<file path="config.mk">
export PLATFORM = sky130hd
export DESIGN_NAME = ckb_ram_tester
export DESIGN_NICKNAME = d
export VERILOG_FILES = /design/src/rtl/ckb_pkg.sv /design/src/rtl/ckb_seq.sv /design/src/rtl/ckb_cmp.sv /design/src/rtl/ckb_ram_tester.sv
export SDC_FILE = /design/constraint.sdc
export NUM_CORES = 1
export LEC_CHECK = 0
export BUFFER_PORTS_ARGS = -buffer_cell sky130_fd_sc_hd__buf_2
export CORE_MARGIN = 4
export CORE_UTILIZATION = 30
export CTS_BUF_LIST = sky130_fd_sc_hd__clkbuf_2
export CTS_CLUSTER_SIZE = 10
export DETAILED_ROUTE_END_ITERATION = 7
export GPL_TIMING_DRIVEN = 0
export PLACE_DENSITY = 0.53
export SETUP_SLACK_MARGIN = 0.5
export SYNTH_ARGS = -nofsm -noshare
export SYNTH_HDL_FRONTEND = slang
export SYNTH_HIERARCHICAL = 1
export SYNTH_SLANG_ARGS = --single-unit
</file>
<file path="constraint.sdc">
create_clock -name clk -period 6.88 [get_ports clk]
set_clock_uncertainty 0.2 [all_clocks]
set_input_delay 1.376 -clock clk [delete_from_list [all_inputs] [get_ports clk]]
set_output_delay 1.376 -clock clk [all_outputs]
set_load 0.02 [all_outputs]
</file>
<file path="src/rtl/ckb_pkg.sv">
package ckb_pkg;

  typedef enum logic [2:0] {
    ST_IDLE,
    ST_WR_A,
    ST_RD_A,
    ST_WR_B,
    ST_RD_B,
    ST_DRAIN
  } ckb_state_e;

endpackage

</file>
<file path="src/rtl/ckb_seq.sv">
module ckb_seq
  import ckb_pkg::*;
#(
  parameter int ADDR_W = 8
) (
  input  logic              clk,
  input  logic              rst_n,
  input  logic              start_i,
  input  logic [ADDR_W-1:0] base_i,
  input  logic [ADDR_W:0]   depth_i,
  output ckb_state_e        state_o,
  output logic [ADDR_W-1:0] idx_o,
  output logic [ADDR_W-1:0] base_o,
  output logic              accept_o,
  output logic              done_o
);

  localparam int CNT_W = ADDR_W + 1;

  ckb_state_e       state_q;
  logic [CNT_W-1:0] cnt_q;
  logic [CNT_W-1:0] depth_q;
  logic [ADDR_W-1:0] base_q;
  logic              last_w;

  assign accept_o = start_i && (state_q == ST_IDLE);
  assign last_w   = (cnt_q == depth_q - 1'b1);

  always_ff @(posedge clk or negedge rst_n) begin
    if (!rst_n) begin
      state_q <= ST_IDLE;
      cnt_q   <= '0;
      depth_q <= '0;
      base_q  <= '0;
      done_o  <= 1'b0;
    end else begin
      done_o <= (state_q == ST_DRAIN);
      case (state_q)
        ST_IDLE: begin
          if (accept_o) begin
            base_q  <= base_i;
            depth_q <= depth_i;
            cnt_q   <= '0;
            state_q <= (depth_i == '0) ? ST_DRAIN : ST_WR_A;
          end
        end
        ST_WR_A, ST_RD_A, ST_WR_B: begin
          if (last_w) begin
            cnt_q   <= '0;
            state_q <= (state_q == ST_WR_A) ? ST_RD_A :
                       (state_q == ST_RD_A) ? ST_WR_B : ST_RD_B;
          end else begin
            cnt_q <= cnt_q + 1'b1;
          end
        end
        ST_RD_B: begin
          if (last_w) begin
            cnt_q   <= '0;
            state_q <= ST_DRAIN;
          end else begin
            cnt_q <= cnt_q + 1'b1;
          end
        end
        default: state_q <= ST_IDLE;
      endcase
    end
  end

  assign state_o = state_q;
  assign idx_o   = cnt_q[ADDR_W-1:0];
  assign base_o  = base_q;

endmodule

</file>
<file path="src/rtl/ckb_cmp.sv">
module ckb_cmp #(
  parameter int DATA_W = 32
) (
  input  logic              clk,
  input  logic              rst_n,
  input  logic              clear_i,
  input  logic              inject_i,
  input  logic              rd_issue_i,
  input  logic [DATA_W-1:0] exp_i,
  input  logic [DATA_W-1:0] rdata_i,
  output logic              miss_o,
  output logic              err_o
);

  logic              pend_q;
  logic              inj_q;
  logic [DATA_W-1:0] exp_q;
  logic [DATA_W-1:0] seen_w;

  assign seen_w = rdata_i ^ {{(DATA_W-1){1'b0}}, inj_q};
  assign miss_o = pend_q && (seen_w != exp_q);

  always_ff @(posedge clk or negedge rst_n) begin
    if (!rst_n) begin
      pend_q <= 1'b0;
      inj_q  <= 1'b0;
      exp_q  <= '0;
      err_o  <= 1'b0;
    end else begin
      pend_q <= rd_issue_i;
      exp_q  <= exp_i;
      if (clear_i) begin
        inj_q <= inject_i;
        err_o <= 1'b0;
      end else if (miss_o) begin
        err_o <= 1'b1;
      end
    end
  end

endmodule

</file>
<file path="src/rtl/ckb_ram_tester.sv">
module ckb_ram_tester
  import ckb_pkg::*;
#(
  parameter int DATA_W = 32,
  parameter int ADDR_W = 8
) (
  input  logic              clk,
  input  logic              rst_n,
  input  logic              start_i,
  input  logic [ADDR_W-1:0] base_i,
  input  logic [ADDR_W:0]   depth_i,
  input  logic              inject_i,
  input  logic [DATA_W-1:0] ram_rdata_i,
  output logic [ADDR_W-1:0] ram_addr_o,
  output logic              ram_we_o,
  output logic [DATA_W-1:0] ram_wdata_o,
  output logic              ram_re_o,
  output logic [1:0]        phase_o,
  output logic              busy_o,
  output logic              done_o,
  output logic              err_o
);

  localparam int NBYTES = DATA_W / 8;

  function automatic logic [DATA_W-1:0] fill_word(input logic [7:0] b);
    logic [DATA_W-1:0] w;
    w = '0;
    for (int i = 0; i < NBYTES; i++) w[i*8 +: 8] = b;
    return w;
  endfunction

  function automatic logic [DATA_W-1:0] word_pattern(input logic second, input logic odd);
    return fill_word((second ^ odd) ? 8'h5A : 8'hA5);
  endfunction

  ckb_state_e        state_w;
  logic [ADDR_W-1:0] idx_w;
  logic [ADDR_W-1:0] base_w;
  logic              accept_w;
  logic              second_w;
  logic              miss_w;
  logic [DATA_W-1:0] pattern_w;

  ckb_seq #(.ADDR_W(ADDR_W)) u_seq (
    .clk      (clk),
    .rst_n    (rst_n),
    .start_i  (start_i),
    .base_i   (base_i),
    .depth_i  (depth_i),
    .state_o  (state_w),
    .idx_o    (idx_w),
    .base_o   (base_w),
    .accept_o (accept_w),
    .done_o   (done_o)
  );

  assign second_w  = (state_w == ST_WR_B) || (state_w == ST_RD_B);
  assign pattern_w = word_pattern(second_w, idx_w[0]);

  assign ram_we_o    = (state_w == ST_WR_A) || (state_w == ST_WR_B);
  assign ram_re_o    = (state_w == ST_RD_A) || (state_w == ST_RD_B);
  assign ram_addr_o  = base_w + idx_w;
  assign ram_wdata_o = ram_we_o ? pattern_w : '0;
  assign busy_o      = (state_w != ST_IDLE);

  always_comb begin
    case (state_w)
      ST_RD_A:           phase_o = 2'd1;
      ST_WR_B:           phase_o = 2'd2;
      ST_RD_B, ST_DRAIN: phase_o = 2'd3;
      default:           phase_o = 2'd0;
    endcase
  end

  ckb_cmp #(.DATA_W(DATA_W)) u_cmp (
    .clk        (clk),
    .rst_n      (rst_n),
    .clear_i    (accept_w),
    .inject_i   (inject_i),
    .rd_issue_i (ram_re_o),
    .exp_i      (pattern_w),
    .rdata_i    (ram_rdata_i),
    .miss_o     (miss_w),
    .err_o      (err_o)
  );

endmodule

</file>
* Word level (Yosys, flattened, before mapping) *
Cells that the tools add are included.

cells by class
  add/subtract/negate cells = 3
  equal/unequal tests = 10
  multiplexer cells = 15
  bitwise gates (word level) = 2
  reduce and logical (&&, ||, !) cells = 16

operator list
  kind                   number
  $mux W32               1
  $ne A32 B32 Y1         1
  $xor A32 B1 Y32        1
  $mux W3                6
  $mux W9                2
  $pmux W9 S2            1
  $add A9 B1 Y9 const B  1
  $eq A9 B9 Y1           1
  $logic_not A9 Y1       1
  $pmux W3 S3            1
  $sub A9 B1 Y9 const B  1
  $add A8 B8 Y8          1
  $mux W8                1
  $eq A3 B2 Y1 const B   2
  $eq A3 B3 Y1 const B   2
  $pmux W2 S3            1
  $ne A2 B1 Y1 const B   2
  $reduce_and A2 Y1      2
  $reduce_bool A2 Y1     2
  $reduce_or A4 Y1       1
  $eq A3 B1 Y1 const B   1
  $logic_not A3 Y1       1
  $logic_or A1 B1 Y1     3
  $reduce_and A3 Y1      1
  other kinds (7)        9

word-level totals
  register bits = 65
  input port bits = 53
  output and inout bits = 47
  logic and storage cells = 55

* Logic depth before layout (Yosys ltp) *
Gate-level depths: netlist (run 1).

  word-level depth = 5
  gate-level depth with buffers = 9
  mapped depth without buffers = 8

* Hierarchy *
The synthesis (run 1) kept the hierarchy.

by module, submodules not included
  module          times used  cells each  area an instance (um^2)  seq. area each (um^2)
  ckb_seq         1           188         1,783.0                  750.7
  ckb_cmp         1           84          1,280.0                  875.8
  ckb_ram_tester  1           89          655.6                    0.0

* Least setup slack after synthesis (run 1) *
Ideal clock, no wire load.

  path type = register to output
  from = reg u_seq.state_q[0] (netlist: u_seq/state_o[0])
  to = out ram_wdata_o[10]
  arrival = 2.222 ns
  data required time = 5.304 ns
  setup slack = 3.082 ns
  stages on the path, launching flop included = 5
  path buffers = 1
  path through = dfrtp_1 -> and3b_1 -> or3_4 -> a21boi_1 -> buf_4

between the ends
  word-level cells in the longest chain between the ends = 5
  elaborated cells on any way between the ends = 8
  classes of those cells = eq/ne (3); mux (2); bitwise (1); reduce/logical (2)

ends and longest elaborated chain
  element                                       RTL line                                    text
  start, declared                               ckb_seq.sv:20                               ckb_state_e state_q;
  start signal, assigned                        ckb_seq.sv:44                               state_q <= (depth_i == '0) ? ST_DRAIN : ST_WR_A;
  start signal, assigned                        ckb_seq.sv:50                               state_q <= (state_q == ST_WR_A) ? ST_RD_A :
  $eq A3 B2 Y1 or $eq A3 B3 Y1 (tied branches)  ckb_ram_tester.sv:58, ckb_ram_tester.sv:61
  $logic_or A1 B1 Y1                            ckb_ram_tester.sv:58                        assign second_w = (state_w == ST_WR_B) || (state_w == ST_RD_B);
  $xor A1 B1 Y1                                 ckb_ram_tester.sv:34                        return fill_word((second ^ odd) ? 8'h5A : 8'hA5);
  $mux W8                                       ckb_ram_tester.sv:34
  $mux W32 *                                    ckb_ram_tester.sv:64                        assign ram_wdata_o = ram_we_o ? pattern_w : '0;
  end, declared                                 ckb_ram_tester.sv:16                        output logic [DATA_W-1:0] ram_wdata_o,

Mark *: on every way between the ends. The rest lies on a longest branch, timed or not.

* Final worst setup path (run 1) *
  from = reg u_seq.state_q[0] (netlist: u_seq/state_o[0])
  to = out ram_wdata_o[8]

The elaborated chain is that of the path after synthesis.

==> results.toml, run 1 <==
[status]
outcome = "complete, no violations"

[sta]
max_freq_mhz = 226
setup_violations = 0
hold_violations = 0
min_period_over_period_pct = 64.4
hold_slack_ns = 0.336
final_max_slew_viol_count = 0
rsz0062_at_grt = "no"
tightest_slew_ns = 0.965
fin_crit_ns = 4.43
tns_ns = 0
maxSlewHeadroom_pct = 35.5

[pwr]
p_clk_share_pct = 8.7
vdd_drop_max_uv = 115
powerDensity_nw_per_um2 = 526
power_frac_seq_pct = 29.6
p_leak_nw = 2.05
swShare_pct = 46.0
intPower_w = 0.00128
p_switching_w = 0.00109
combPwrFrac_pct = 61.7

[finish]
nNetsFinal = 532
multi_input_area_um2 = 1730
drive_gt1_share_pct = 37.8
area_delta_synth_final_pct = 21.7
layout_commonest_cell = "buf_2"
regArea_um2 = 1630
diodes = 0
final_cell_mix = "buf_2, dfrtp_1, buf_4"
nFillCells = 1224

[setup_path]
reg2reg_depth = 8
setup.worst_path.start = "u_seq/state_o[0]"
r2r-start = "u_seq/depth_q[0]"
critPathCapture = "ram_wdata_o[8]"
path_class = "reg -> out"
critPathArrivalTime_ns = 2.85
r2r_setup_slack_ns = 4.19
critical_path.max_fanout = 16
endpoint_kind = "output pin"
crit_required_ns = 5.30
rr_endpoint = "u_seq/cnt_q[8]"
start_kind = "register"

[synth]
yosys_warnings = 6
syn_nets = 422
syn_area_um2 = 3710
syn_avg_cell_area_um2 = 10.3
synth_cells = 359

[clock_network]
cts_max_path_buffers = 2
clk_pin_slew_ns = 0.19
clock_latency_ns = 0.52
cts_tree = "built"
cts.sinks = 65
cts_inserted_buffers = 9
root_buffer = "clkbuf_2"
cts_setup_buffers = 0
cts_htree_levels = 3
ctsResizeCount = 0
holdBufCountCts = 0

[routing]
ant_nets = 0
drt_wl_total_um = 8480
wl_per_cell_um = 13.2
vias = 2898
dr.pass1.iters = 5
drc = 0
avgViaCountPerCell = 4.51
drt_iter0_markers = 116

[floorplan]
die_h_um = 119
io_pins = 100
fp-row-count = 40
core_um2 = 12100
die_area_um2 = 14200
start_util_pct = 30.7
die_x_um = 119

[global_route]
grt_pass1_wl_um = 13900
grt_max_degree = 66
antenna_found_initial = 0
grt_usage_pct = 12.3
grt_pass1_vias = 2793
overflow = 0

[min_path]
worstHoldPathType = "reg -> reg"

[placement]
hpwl_um = 6310
gp_congestion = 0.821
io_buffers = 99

[job]
maxCapViolCount = 0
final cells by class:
type | instances | share of cell area (%)
plain buffers | 46 | 7.04
repair buffers | 99 | 11.0
clock buffers | 11 | 1.22
multi-input cells | 238 | 38.3
inverters | 10 | 0.832
well taps | 168 | 4.66
flip-flops and latches | 65 | 36.0
clock inverters | 5 | 0.915
layer usage:
metal,track usage (%),up-vias,wire length [µm]
li1,-,1452,-
met1,16.4,1354,3970
met2,19.1,82,3920
met3,2.94,10,470
met4,4.78,0,124
met5,0,-,0
per-stage QoR:
stage                     util (%)  std cells  setup WS [ns]  cell area, µm²  total power (W)
final                         37.4        642           2.45            4510          0.00237
after global routing          37.4        642           2.09            4510          0.00257
after detailed placement      36.6        626           2.98            4420          0.00219
after CTS                     37.4        642           2.34            4510          0.00241
after floorplan                  -        359           3.08            3710          0.00180
after global placement        36.6        626           3.07            4410          0.00217
worst min-delay path by stage:
stage | start | end | slack (ns) | depth (start not counted)
2_1_floorplan | u_seq/base_o[0] | u_seq/base_o[0] | 0.28 | 1
3_3_place_gp | u_seq/base_o[0] | u_seq/base_o[0] | 0.29 | 1
3_5_place_dp | u_seq/base_o[0] | u_seq/base_o[0] | 0.31 | 1
4_1_cts | u_seq/base_o[6] | u_seq/base_o[6] | 0.35 | 1
5_1_grt | u_seq/base_o[6] | u_seq/base_o[6] | 0.36 | 1
6_report | u_seq/base_o[6] | u_seq/base_o[6] | 0.34 | 1
power groups by stage:
stage | clock network [W] | logic, W | registers (W)
6_report | 0.000206 | 0.00147 | 0.000703
3_5_place_dp | 0 | 0.00148 | 0.000717
2_1_floorplan | 0 | 0.00112 | 0.000678
5_1_grt | 0.000237 | 0.00160 | 0.000730
4_1_cts | 0.000219 | 0.00148 | 0.000706
3_3_place_gp | 0 | 0.00146 | 0.000711
state kept, by name, summed over array words and instances, names as in the netlist, 3 cells and up:
signal         count
u_seq/cnt_q        9
u_seq/base_o       8
u_seq/state_o      3
u_cmp/exp_q       32
u_seq/depth_q      9
critical path, stage by stage (launching register included):
cell and delay [ns]:
dfrtp_1 0.54, and3b_1 0.26, or3_4 0.38, a21boi_1 0.78, buf_4 0.23, buf_2 0.15
Power figures use the tool's default switching activity.
==> run 2, diff against run 1 <==
--- a/config.mk
+++ b/config.mk
@@ -12,7 +12,7 @@
 export CTS_CLUSTER_SIZE = 10
 export DETAILED_ROUTE_END_ITERATION = 7
 export GPL_TIMING_DRIVEN = 0
-export PLACE_DENSITY = 0.53
+export PLACE_DENSITY = 0.54
 export SETUP_SLACK_MARGIN = 0.5
 export SYNTH_ARGS = -nofsm -noshare
 export SYNTH_HDL_FRONTEND = slang
==> constraint.sdc (replaced) <==
create_clock -name clk -period 3.6 [get_ports clk]
set_clock_uncertainty 0.2 [all_clocks]
set_input_delay 0.72 -clock clk [delete_from_list [all_inputs] [get_ports clk]]
set_output_delay 0.72 -clock clk [all_outputs]
set_load 0.02 [all_outputs]
==> run 2 against run 1 <==
  * Die area unchanged
  * Worst setup slack worse by 2.0 ns
  * Combinational power rose to 2.6 times the previous value
  * Cell area up 15%
  * Total power is 140% higher
  * Final cell count increased by 3.4%
  * Core utilization grew 5.7 points
  * Critical path type unchanged
  * Largest cell class unchanged
  * Largest power group unchanged
  * Highest routed layer unchanged
==> results.toml, run 2 (synthesized netlist as in run 1, its figures left out) <==
[status]
outcome = "complete, no violations"

[routing]
vias = 3052
wl_per_cell_um = 13.9
drt_iter0_markers = 228
drc = 0
dr.pass1.iters = 4
drt_wl_total_um = 9260
avgViaCountPerCell = 4.60
ant_nets = 0

[floorplan]
die_x_um = 119
core_um2 = 12100
die_h_um = 119
start_util_pct = 30.7
fp-row-count = 40
io_pins = 100
die_area_um2 = 14200

[job]
maxCapViolCount = 0

[sta]
max_freq_mhz = 315
maxSlewHeadroom_pct = 45.0
fin_crit_ns = 3.18
tns_ns = 0
rsz0062_at_grt = "yes"
hold_violations = 0
min_period_over_period_pct = 88.3
final_max_slew_viol_count = 0
tightest_slew_ns = 0.824
setup_violations = 0

[global_route]
grt_pass1_vias = 3037
grt_usage_pct = 12.6
overflow = 0
grt_max_degree = 66
antenna_found_initial = 0
grt_pass1_wl_um = 14500

[placement]
io_buffers = 99
dp.cells = 626
dpl-instance-area_um2 = 4420
gp_congestion = 0.806
hpwl_um = 6450

[setup_path]
setup.worst_path.start = "u_seq/cnt_q[0]"
r2r-start = "u_seq/depth_q[0]"
critical_path_buf_inv_count = 3
critPathArrivalTime_ns = 2.26
crit_chain = "buf_6 -> ha_4 -> inv_2 -> fa_2 -> nor2b_2 -> o31a_1 -> o311ai_1 -> buf_2"
cpPeakStageDelay_ns = 0.45
crit_family = "compound AO/OA/AOI/OAI gates"
path_class = "reg -> out"
cpMaxStageDelayCell = "dfrtp_2"
r2r_setup_slack_ns = 0.96
endpoint_kind = "output pin"
worst-path-stages = 8
reg2reg_depth = 8
rr_endpoint = "u_seq/cnt_q[8]"
critical_path.max_fanout = 3
critPathCapture = "ram_addr_o[6]"
start_kind = "register"
crit_required_ns = 2.68

[finish]
reg_top3 = "u_cmp/exp_q x32, u_seq/cnt_q x9, u_seq/depth_q x9"
layout_commonest_cell = "buf_2"
final_cell_mix = "buf_2, buf_6, dfrtp_1"
design_area_um2 = 5200
diodes = 0
largest_reg_flops = 32
stdcell_count = 664
area_delta_synth_final_pct = 40.1
drive_gt1_share_pct = 46.0
final_core_util_pct = 43.1
nNetsFinal = 554
regMostFlops = "u_cmp/exp_q"

[pwr]
p_leak_nw = 2.28
vdd_drop_max_uv = 462
powerDensity_nw_per_um2 = 1090

[clock_network]
clock_latency_ns = 0.51
cts_htree_levels = 3
root_buffer = "clkbuf_2"
holdBufCountCts = 0
cts_max_path_buffers = 2
cts_tree = "built"
cts_inserted_buffers = 9
cts.sinks = 65
clk_pin_slew_ns = 0.23

[min_path]
worstHoldPathType = "in -> async"
[run 2: power by group]
part / leakage, nW / internal (W) / total [W] / switching (W)
sequential: 0.769 / 0.00108 / 0.00132 / 0.000242
clock: 0.0651 / 0.000165 / 0.000460 / 0.000295
combinational: 1.45 / 0.00205 / 0.00387 / 0.00182
[run 2: worst min path at each step]
stage	cells after the start	from	slack, ns	endpoint
2_1_floorplan	0	rst_n	0.22	u_cmp/err_o
3_3_place_gp	1	u_seq/base_o[0]	0.30	u_seq/base_o[0]
3_5_place_dp	1	u_seq/base_o[2]	0.30	u_seq/base_o[2]
4_1_cts	1	rst_n	0.06	u_seq/cnt_q[8]
5_1_grt	1	rst_n	0.09	u_seq/depth_q[2]
6_report	1	rst_n	0.08	u_seq/cnt_q[8]
[run 2: area by class of cell]
class | instances | area (µm²)
fillers | 1153 | 6860
multi-input cells | 239 | 1880
flip-flops and latches | 65 | 1640
repair buffers | 120 | 891
plain buffers | 46 | 423
well taps | 168 | 210
clock inverters | 7 | 78.8
clock buffers | 9 | 45.0
inverters | 10 | 37.5
[run 2: what timing repair did]
action | in CTS | in global routing
resized for setup | 24 | 106
pin swaps | 5 | 11
setup endpoints to repair | 38 | 36
buffers inserted | 15 | 5
gates cloned | 0 | 2
[run 2: layer usage]
metal,vias to the layer above,track usage [%],wire (µm)
met1,1460,15.3,3870
met2,78,21.7,4820
met5,-,0,0
met3,13,2.90,455
met4,0,4.71,120
li1,1501,-,-
[run 2: per-stage QoR]
| step | hold WS (ns) | setup WS (ns) | power [W] |
|---|---|---|---|
| floorplan | 0.224 | 0.730 | 0.00344 |
| global placement | 0.301 | 0.731 | 0.00414 |
| detailed placement | 0.302 | 0.698 | 0.00420 |
| CTS | 0.0561 | 0.372 | 0.00490 |
| global route | 0.0939 | 0.316 | 0.00605 |
| finish | 0.0787 | 0.423 | 0.00564 |
==> run 3, diff against run 2 <==
--- a/config.mk
+++ b/config.mk
@@ -12,7 +12,7 @@
 export CTS_CLUSTER_SIZE = 10
 export DETAILED_ROUTE_END_ITERATION = 7
 export GPL_TIMING_DRIVEN = 0
-export PLACE_DENSITY = 0.54
+export PLACE_DENSITY = 0.53
 export SETUP_SLACK_MARGIN = 0.5
 export SYNTH_ARGS = -nofsm -noshare
 export SYNTH_HDL_FRONTEND = slang
==> constraint.sdc (replaced) <==
create_clock -name clk -period 3.1 [get_ports clk]
set_clock_uncertainty 0.2 [all_clocks]
set_input_delay 0.62 -clock clk [delete_from_list [all_inputs] [get_ports clk]]
set_output_delay 0.62 -clock clk [all_outputs]
set_load 0.02 [all_outputs]
==> run 3 against run 2 <==
  * Sequential power is 15% higher
  * Via count is 0.62% lower
  * Critical path type unchanged
  * Clock power is 10% higher
  * Sequential share of layout area is 0.93 points lower
  * Cell area is 3.0% higher
  * Total power is 20% higher
  * First-iteration DRC count is 40% lower
==> results.toml, run 3 (synthesized netlist as in run 1, its figures left out) <==
[status]
outcome = "complete, no violations"

[floorplan]
io_pins = 100
die_x_um = 119
fp-row-count = 40
die_h_um = 119
core_um2 = 12100
die_area_um2 = 14200
start_util_pct = 30.7

[min_path]
min-delay-start = "depth_i[0]"
worstHoldPathType = "in -> reg"

[setup_path]
r2r-start = "u_seq/depth_q[0]"
crit_required_ns = 2.28
path_class = "reg -> out"
start_kind = "register"
endpoint_kind = "output pin"
setup.worst_path.start = "u_seq/cnt_q[0]"
critical_path.max_fanout = 3
critPathArrivalTime_ns = 2.20

[clock_network]
clk_pin_slew_ns = 0.20
root_buffer = "clkbuf_2"
cts_inserted_buffers = 9
cts_htree_levels = 3
cts.sinks = 65
clock_latency_ns = 0.49
cts_tree = "built"
cts_max_path_buffers = 2

[global_route]
grt_max_degree = 66
grt_usage_pct = 13.2
overflow = 0
grt_pass1_vias = 3157
antenna_found_initial = 0
grt_pass1_wl_um = 15400

[pwr]
p_leak_nw = 2.33
combPwrFrac_pct = 69.9
powerDensity_nw_per_um2 = 1260
p_clk_share_pct = 7.5
power_frac_seq_pct = 22.5
intPower_w = 0.00395
p_switching_w = 0.00280
vdd_drop_max_uv = 476
swShare_pct = 41.4

[finish]
nFillCells = 1124
nNetsFinal = 559
final_cell_mix = "buf_6, buf_2, dfrtp_1"
area_delta_synth_final_pct = 44.4
drive_gt1_share_pct = 48.1
reg_top3 = "u_cmp/exp_q x32, u_seq/cnt_q x9, u_seq/depth_q x9"
diodes = 0
regMostFlops = "u_cmp/exp_q"
stdcell_count = 669
layout_commonest_cell = "buf_6"
largest_reg_flops = 32

[sta]
tightest_slew_ns = 0.819
final_max_slew_viol_count = 0
max_freq_mhz = 331
min_period_over_period_pct = 97.6
hold_slack_ns = 0.141
rsz0062_at_grt = "yes"
fin_crit_ns = 3.02
maxSlewHeadroom_pct = 45.4
setup_violations = 0
hold_violations = 0

[placement]
dp.cells = 626
io_buffers = 99
hpwl_um = 6340
gp_congestion = 0.838

[routing]
vias = 3033
ant_nets = 0
dr.pass1.iters = 4
avgViaCountPerCell = 4.53
drt_iter0_markers = 137
drc = 0
drt_wl_total_um = 9340
wl_per_cell_um = 14.0

[job]
maxCapViolCount = 0
## run 3: cell types whose count changed in the layout (fill, tap and decap cells not counted), moves of 2 or more
| cell | change |
|---|---|
| buf_2 | -8 |
| buf_6 | +12 |
| inv_1 | -3 |
| inv_2 | +3 |
| inv_6 | -2 |
| o21ai_2 | -2 |
## run 3: what timing repair did
item                                    CTS  global route
resized for setup                       130            31
hold buffers                              1             0
gates cloned                              1             0
setup buffers                            14            11
endpoints found under the setup margin   49            50
endpoints found under the hold margin    15             0
pin swaps                                13            17
## run 3: critical path: stages, from the launching register on
cell      delay, ns
dfrtp_2        0.44
buf_6          0.12
ha_4           0.15
inv_2          0.05
fa_2           0.21
nor2b_2        0.06
o31a_1         0.29
o311ai_4       0.24
buf_6          0.16
## run 3: worst paths after layout
| check | slack, ns | depth (start not counted) | endpoint |
|---|---|---|---|
| setup / recovery | 0.08 | 8 | ram_addr_o[6] |
| hold / removal | 0.14 | 3 | u_seq/depth_q[0] |
| setup reg to reg | 0.56 | 9 | u_seq/state_o[1] |
| hold reg to reg | 0.35 | 1 | u_seq/base_o[5] |
| max in group asynchronous | 1.57 | 2 | u_seq/cnt_q[4] |
| min in group asynchronous | 0.54 | 2 | u_cmp/exp_q[22] |
## run 3: stage by stage
stage          setup WS (ns)  setup TNS (ns)  util [%]  area, µm²  total power [W]
2_1_floorplan          0.428               0         -       3730          0.00404
4_1_cts              -0.0122         -0.0122      42.6       5140          0.00650
6_report              0.0759               0      44.4       5360          0.00675
3_3_place_gp           0.275               0      36.8       4440          0.00485
3_5_place_dp           0.244               0      36.8       4440          0.00491
5_1_grt              -0.0250         -0.0351      44.4       5360          0.00721
## run 3: layout make-up
type	count	area (µm²)	area share, %
Sequential cell	65	1640	30.6
Tap cell	168	210	3.93
Multi-Input combinational cell	239	1950	36.5
Clock buffer	9	45.0	0.841
Buffer	46	440	8.22
Inverter	10	37.5	0.701
Clock inverter	7	71.3	1.33
Timing Repair Buffer	125	961	17.9
## run 3: routing by layer
metal  track usage [%]  wire length [µm]  vias up
li1                  -                 -     1508
met3              3.04               465        8
met5                 0                 0        -
met2              23.0              4810       71
met4              3.69                80        0
met1              16.3              3980     1446
## run 3: power groups by stage
stage / Sequential [W] / Clock, W / Combinational (W)
floorplan: 0.00150 / 0 / 0.00253
finish: 0.00152 / 0.000507 / 0.00472
global route: 0.00158 / 0.000567 / 0.00506
global placement: 0.00158 / 0 / 0.00327
detailed placement: 0.00158 / 0 / 0.00333
CTS: 0.00153 / 0.000529 / 0.00444
